[config.mk]
export PLATFORM = sky130hd
export DESIGN_NAME = irq_tracker
export DESIGN_NICKNAME = d
export VERILOG_FILES = /design/src/rtl/irq_tracker.sv
export SDC_FILE = /design/constraint.sdc
export NUM_CORES = 2
export LEC_CHECK = 0
export ABC_CLOCK_PERIOD_IN_PS = 3900
export CORE_ASPECT_RATIO = 1.2
export CORE_MARGIN = 2
export CORE_UTILIZATION = 30
export CTS_CLUSTER_DIAMETER = 100
export DETAILED_ROUTE_END_ITERATION = 6
export SLEW_MARGIN = 20
export SYNTH_ARGS = -nofsm -noshare
export SYNTH_HDL_FRONTEND = slang
export SYNTH_SLANG_ARGS = --single-unit
[constraint.sdc]
create_clock -name clk -period 3.9 [get_ports clk]
set_input_delay 0.39 -clock clk [delete_from_list [all_inputs] [get_ports clk]]
set_output_delay 0.39 -clock clk [all_outputs]
set_load 0.01 [all_outputs]
[src/rtl/irq_tracker.sv]
module irq_tracker #(
  parameter int VW   = 8,
  parameter int RSV  = 16,
  parameter int CLSB = 4
) (
  input  logic                clk,
  input  logic                rst_n,
  input  logic                req_valid,
  input  logic [VW-1:0]       req_vec,
  input  logic                req_level,
  input  logic                core_ready,
  input  logic                core_ie,
  input  logic                eoi_wr,
  input  logic                byp_valid,
  input  logic [VW-1:0]       byp_vec,
  output logic                core_byp_valid,
  output logic [VW-1:0]       core_byp_vec,
  output logic                disp_valid,
  output logic [VW-1:0]       disp_vec,
  output logic                bcast_valid,
  output logic [VW-1:0]       bcast_vec,
  output logic [(1<<VW)-1:0]  pend,
  output logic [(1<<VW)-1:0]  insv,
  output logic [(1<<VW)-1:0]  tmode
);
  localparam int NVEC = 1 << VW;

  function automatic logic [VW-1:0] top_idx(input logic [NVEC-1:0] v);
    logic [VW-1:0] r;
    r = '0;
    for (int i = 0; i < NVEC; i++)
      if (v[i]) r = i[VW-1:0];
    return r;
  endfunction

  logic [VW-1:0]   hp_pend, hp_isv;
  logic            pend_any, isv_any, do_disp, do_eoi, do_acc;
  logic [NVEC-1:0] pend_n, insv_n, tmode_n;

  assign core_byp_valid = byp_valid;
  assign core_byp_vec   = byp_vec;

  assign pend_any = |pend;
  assign isv_any  = |insv;
  assign hp_pend  = top_idx(pend);
  assign hp_isv   = top_idx(insv);
  assign do_acc   = req_valid && (req_vec >= VW'(RSV));
  assign do_eoi   = eoi_wr && isv_any;
  assign do_disp  = core_ready && core_ie && pend_any &&
                    (!isv_any || hp_pend[VW-1:CLSB] > hp_isv[VW-1:CLSB]);

  always_comb begin
    pend_n  = pend;
    insv_n  = insv;
    tmode_n = tmode;
    if (do_eoi)  insv_n[hp_isv] = 1'b0;
    if (do_disp) begin
      pend_n[hp_pend] = 1'b0;
      insv_n[hp_pend] = 1'b1;
    end
    if (do_acc) begin
      pend_n[req_vec]  = 1'b1;
      tmode_n[req_vec] = req_level;
    end
  end

  always_ff @(posedge clk) begin
    if (!rst_n) begin
      pend        <= '0;
      insv        <= '0;
      tmode       <= '0;
      disp_valid  <= 1'b0;
      disp_vec    <= '0;
      bcast_valid <= 1'b0;
      bcast_vec   <= '0;
    end else begin
      pend        <= pend_n;
      insv        <= insv_n;
      tmode       <= tmode_n;
      disp_valid  <= do_disp;
      bcast_valid <= do_eoi && tmode[hp_isv];
      if (do_disp) disp_vec <= hp_pend;
      if (do_eoi)  bcast_vec <= hp_isv;
    end
  end

  a_r2_reserved_clear: assert property (@(posedge clk) disable iff (!rst_n)
    pend[RSV-1:0] == '0);
  a_r4_disp_in_service: assert property (@(posedge clk) disable iff (!rst_n)
    disp_valid |-> insv[disp_vec]);
  a_r9_ie_gate: assert property (@(posedge clk) disable iff (!rst_n)
    disp_valid |-> $past(core_ie) && $past(core_ready));
  a_r8_preempt_class: assert property (@(posedge clk) disable iff (!rst_n)
    (do_disp && isv_any) |=> disp_vec[VW-1:CLSB] > $past(hp_isv[VW-1:CLSB]));
  a_r6_bcast_after_eoi: assert property (@(posedge clk) disable iff (!rst_n)
    bcast_valid |-> $past(eoi_wr) && $past(isv_any));
  a_r10_idle_eoi: assert property (@(posedge clk) disable iff (!rst_n)
    (eoi_wr && !isv_any) |=> !bcast_valid);
endmodule

### Word-level counts from Yosys, hierarchy flattened

Cells that the tools add are included.

| storage, ports and cells | value |
|---|---|
| bits of input ports | 24 |
| memory bits (read-only) | 0 |
| bits in latches | 0 |
| RAM bits | 0 |
| bits in registers | 786 |
| memories kept | 0 |

| operators by class | value |
|---|---|
| reduce and logical (&&, ||, !) cells | 13 |
| order comparisons | 8 |
| bitwise operators | 6 |
| div/mod/pow operators | 0 |
| $add $sub $neg | 0 |
| eq/ne operators | 0 |
| shifts and indexed selects | 0 |
| muxes and demuxes | 523 |
| $mul | 0 |

Operators by type and width:

| kind | number |
|---|---|
| 8-bit 2-to-1 mux | 508 |
| 256-bit 2-to-1 mux | 4 |
| 256-bit AND | 2 |
| 256-bit NOT | 2 |
| 256-bit bitwise OR | 2 |
| 256-bit OR reduction | 2 |
| 256-bit bitwise mux | 1 |
| 8-bit by 9-bit < comparator with 1-bit output, second input constant | 3 |
| 1-bit demux with 8-bit select | 3 |
| 8-bit by 1-bit greater-or-equal comparator with 1-bit output, second input constant | 3 |
| 1-bit logical AND | 9 |
| 1-bit binary-select mux with 8-bit select | 1 |
| 8-bit by 5-bit greater-or-equal comparator with 1-bit output, second input constant | 1 |
| 1-bit 2-to-1 mux | 6 |
| 4-bit greater-than comparator | 1 |
| 1-bit zero test | 1 |
| 1-bit logical OR | 1 |

### Logic depth before layout (Yosys ltp)

| logic depth | value |
|---|---|
| word-level depth | 264 |
| mapped depth | 24 |
| gate-level depth less buffers | 22 |

### Worst setup path after synthesis

No wires, ideal clock.

| timing path | value |
|---|---|
| kind | reg2reg |
| start point | reg insv[104] |
| end point | reg pend[113] |
| slack | -0.364 ns |
| data arrival time | 4.147 ns |
| setup time | 0.116 ns |
| stages on the path, launching flop included | 22 |
| required time | 3.784 ns |
| period minus slack after synthesis | 4.264 ns |
| cells stage by stage | dfxtp_1 -> or4_4 -> nand2b_4 -> or4_1 -> o21ba_1 -> nor2_1 -> o211ai_1 -> nand2_1 -> inv_1 -> ha_1 -> nor2b_1 -> o21ai_0 -> nand2b_1 -> a21oi_1 -> a41o_1 -> a21oi_4 -> o21a_4 -> nand3_1 -> buf_2 -> nor2_4 -> nand2_1 -> a31o_2 |

| between the ends | value |
|---|---|
| cells in the longest elaborated chain, start to end | 158 |

Ends and longest elaborated chain:

| element | RTL line | text |
|---|---|---|
| from (decl) | 23 | `output logic [(1<<VW)-1:0] insv,` |
| from (signal assigned) | 78 | `insv <= insv_n;` |
| 8-bit 2-to-1 mux (152 in series) | 32 | `if (v[i]) r = i[VW-1:0];` |
| 4-bit greater-than comparator | 50 | `(!isv_any \|\| hp_pend[VW-1:CLSB] > hp_isv[VW-1:CLSB]);` |
| 1-bit logical OR * | 50 |  |
| 1-bit logical AND * | 49 | `assign do_disp = core_ready && core_ie && pend_any &&` |
| 256-bit 2-to-1 mux * | 57 | `if (do_disp) begin` |
| 256-bit bitwise OR (no source line) | - |  |
| 256-bit 2-to-1 mux * | 61 | `if (do_acc) begin` |
| to (signal assigned) | 77 | `pend <= pend_n;` |
| to (decl) | 22 | `output logic [(1<<VW)-1:0] pend,` |

Mark *: on every way between the ends. The rest lies on a longest branch, timed or not.
A chain may end at the register's enable or synchronous reset.

### Worst setup path after layout

| timing path | value |
|---|---|
| start point | reg insv[28] |
| end point | reg insv[52] |

| between the ends | value |
|---|---|
| cells in the longest elaborated chain, start to end | 237 |

Ends and longest elaborated chain:

| element | RTL line | text |
|---|---|---|
| 8-bit 2-to-1 mux * (228 in series) | 32 |  |
| net hp_isv[4] | 36 | `logic [VW-1:0] hp_pend, hp_isv;` |
| 8-bit by 9-bit < comparator with 1-bit output (not written as such) or 8-bit by 1-bit greater-or-equal comparator with 1-bit output (tied branches) | 56 | `if (do_eoi) insv_n[hp_isv] = 1'b0;` |
| 1-bit logical AND (not written as such) | 56 |  |
| 1-bit 2-to-1 mux (not written as such) | 56 |  |
| 1-bit demux with 8-bit select | 56 |  |
| 256-bit NOT (no source line) | - |  |
| 256-bit AND (no source line) | - |  |
| 256-bit 2-to-1 mux | 56 |  |
| 256-bit bitwise OR (no source line) | - |  |
| 256-bit 2-to-1 mux * | 57 |  |

The timed path passes the listed nets; every way through them passes the cells marked *.

==> impl_metrics.csv <==
group,metric,value,unit
synthesis,ys.flop_type,"dfxtp_1",
clocking,cts_tree,"done",
sta,final-setup-viol-count,530,
sta,grt_setup_unrepaired,"yes",
worst_setup_path,slowest_stage,"dfxtp_2",
global_route,grt_pass1_vias,49200,
worst_setup_path,end_kind,"flop",
worst_setup_path,reg2reg_depth,28,
detailed_routing,route.detailed.drc,13,
detailed_routing,wire_per_inst,31.5,um
sta,tns,-338550,ps
worst_setup_path,worst-path-buf-inv,6,
synthesis,syn_area_per_cell,7.64,sq um
power,leakage,26.3,nW
detailed_routing,drt_first_pass_iters,7,
power,fin_total_pwr,21.7,mW
worst_setup_path,arrival,5370,ps
placed_design,gp_congestion,1.05,
worst_setup_path,setup.worst_path.start_class,"flop",
synthesis,yosys-top-cells-count,"dfxtp_1 (786), nand2_1 (670), a21oi_1 (624)",
synthesis,synthTopCellsByArea,"dfxtp_1 (41%), a21oi_1 (8.1%), o21ai_0 (6.7%)",
synthesis,syn_area,38800,sq um
synthesis,synth-edff-count,0,
floorplan,die_w,332,um
global_route,grt_max_degree,88,
floorplan,die_y,398,um
worst_setup_path,r2r_start,"insv[28]$_SDFF_PN0_",
worst_hold_path,hold_start,"req_level",
floorplan,coreArea,128000,sq um
worst_hold_path,min_path_type,"in -> reg",
global_route,overflow,0,
sta,fin_crit_sh,121,%
sta,finalClockSkew,59.2,ps
clocking,clock_latency,750,ps
finish,fin_nets,7151,
synthesis,async_reset_ff_share,0,%
worst_setup_path,crit_required,4560,ps
synthesis,synth_most_common_cell,"dfxtp_1",
worst_hold_path,min_to,"tmode[59]$_SDFFE_PN0P_",
detailed_routing,ant_nets,0,
sta,relSlewSlack,21.2,%
synthesis,synth.distinct_cells,98,
finish,fin_util,51.2,%
finish,drive_gt1_share,28.6,%
clocking,clock_sinks,786,
worst_setup_path,regToRegSetupSlack,-810,ps
synthesis,syn-num-nets,5099,
clocking,cts.root.buffer_cell,"clkbuf_16",
worst_setup_path,path_max_fanout,5,
run,cap_violations,0,
sta,report.final.slew_viol_count,0,
floorplan,rows,144,
sta,layout_setup_ws,-806,ps
clocking,path_clk_slew,60,ps
sta,worstMarginPinSlew,1180,ps
status,status,"complete, but fails checks",
placed_design,io_buffers,800,
floorplan,io_pins,819,
synthesis,synth_seq_cells,786,
placed_design,dp.cells,8617,
synthesis,yosys.area.top_type_share,40.6,%
synthesis,synth_top_cell_by_area,"dfxtp_1",
synthesis,ys_warn_count,0,
global_route,grt_usage,40.1,%
finish,finalNonFillerCells,8888,
clocking,cts_buffers,91,
power,max-vdd-ir-drop,333,uV
clocking,cts_hold_buf,0,
worst_setup_path,regToRegEndpoint,"insv[52]$_SDFF_PN0_",
worst_setup_path,crit_family,"compound AO/OA/AOI/OAI gates",
clocking,htree_num_levels,3,
global_route,grt_pass1_wl,379,mm
worst_setup_path,max_stage_delay,340,ps
clocking,clockBufferDepth,3,
sta,finalHoldViolations,0,
synthesis,synthCells,5071,
worst_setup_path,critPathMostFrequentCell,"nand2_2",
detailed_routing,wl,280,mm
detailed_routing,via_per_inst,5.95,
detailed_routing,drtIter0Drc,6963,
floorplan,dieArea,132000,sq um
placed_design,preCtsSetupSlack,-1650,ps
global_route,antenna_found_initial,19,
worst_hold_path,whs_path_depth,3,
worst_setup_path,path_class,"reg -> reg",
power,p_per_area,330,nW/um^2
finish,area_growth,69.4,%
detailed_routing,vias,52800,
sta,period_minus_slack,4710,ps
floorplan,start_util,30.2,%
placed_design,post-dp-hpwl,214,mm
status,violations,"design-rule violations, negative setup slack",
synthesis,ys_seq_area_share,40.6,%
sta,max_freq,213,MHz
## final cells by class
class                      count  area, sq um
multi-input combinational   3844        23500
fill                       12500        62600
tap                         1679         2100
inverter                     109          417
antenna                       12         30.0
timing repair buffer        2291        20800
sequential                   786        15700
clock inverter                33          429
clock buffer                 134         2660
## layout by cell type, fill, tap and decap left out, drive strengths merged, types with 44 or more instances in the layout
cell and count:
or4 49, buf 1488, o21ai 528, nor2 520
inv 111, dfxtp 786, nor3 161, mux2i 217
nand3 194, clkdlybuf4s50 798, nand4 47, nor4 157
a21oi 626, o21a 44, clkbuf 139, nand2 672
## flip-flops by register name, summed over array words and instances (netlist names)
name	count
disp_vec	8
insv	256
tmode	256
bcast_valid	1
bcast_vec	8
pend	256
disp_valid	1
## worst reg2reg max path, delay by kind of cell, from the launching register on
kind            cells  cell delay [ps]
fa+ha+maj           1              150
simple gates       12             1540
flops               1              340
buf+inv             6              820
compound gates      9             1780
## stage by stage
step	area, sq um	hold slack, ps
3_3_place_gp	59500	452
4_1_cts	64100	194
5_1_grt	65600	269
2_1_floorplan	39000	469
6_report	65700	229
3_5_place_dp	59500	464
## where the power goes
part | internal, mW | switching, mW
logic | 1.53 | 2.86
clock network | 5.27 | 3.90
registers | 8.07 | 0.0364
## timing repair
item,CTS,global route
endpoints found under the setup margin,522,530
cloned,0,7
resized for setup,219,308
setup buffers,64,23
pin swaps,77,113
## cells by family after synthesis
kind of cell               count (synthesis)  synth area share (%)
and+or+nand+nor                         1964                  23.6
AOI/OAI and AO/OA                       1656                  25.4
DFF                                      786                  40.6
buffers and inverters                    441                  4.62
muxes                                    220                  5.69
adders and majority gates                  4                 0.129
## worst max-delay path by stage
stage | startpoint | end | slack [ps] | cells past startpoint
after floorplan | insv[104]$_SDFF_PN0_ | pend[33]$_SDFF_PN0_ | -210 | 22
after global placement | pend[130]$_SDFF_PN0_ | pend[2]$_SDFF_PN0_ | -1560 | 19
after detailed placement | pend[130]$_SDFF_PN0_ | pend[2]$_SDFF_PN0_ | -1650 | 19
after CTS | insv[30]$_SDFF_PN0_ | insv[46]$_SDFF_PN0_ | -670 | 27
after global routing | pend[56]$_SDFF_PN0_ | pend[35]$_SDFF_PN0_ | -940 | 28
final | insv[28]$_SDFF_PN0_ | insv[52]$_SDFF_PN0_ | -810 | 28
## metal layers
| layer | vias up | part of all wire (%) | global-route usage [%] |
|---|---|---|---|
| met3 | 955 | 11 | 10.3 |
| met1 | 25500 | 37 | 47.7 |
| li1 | 22600 | - | - |
| met2 | 3751 | 43 | 62.0 |
| met4 | 10 | 8.8 | 30.3 |
| met5 | - | 0.027 | 0 |
No activity file was read; power rests on OpenSTA's default activity.
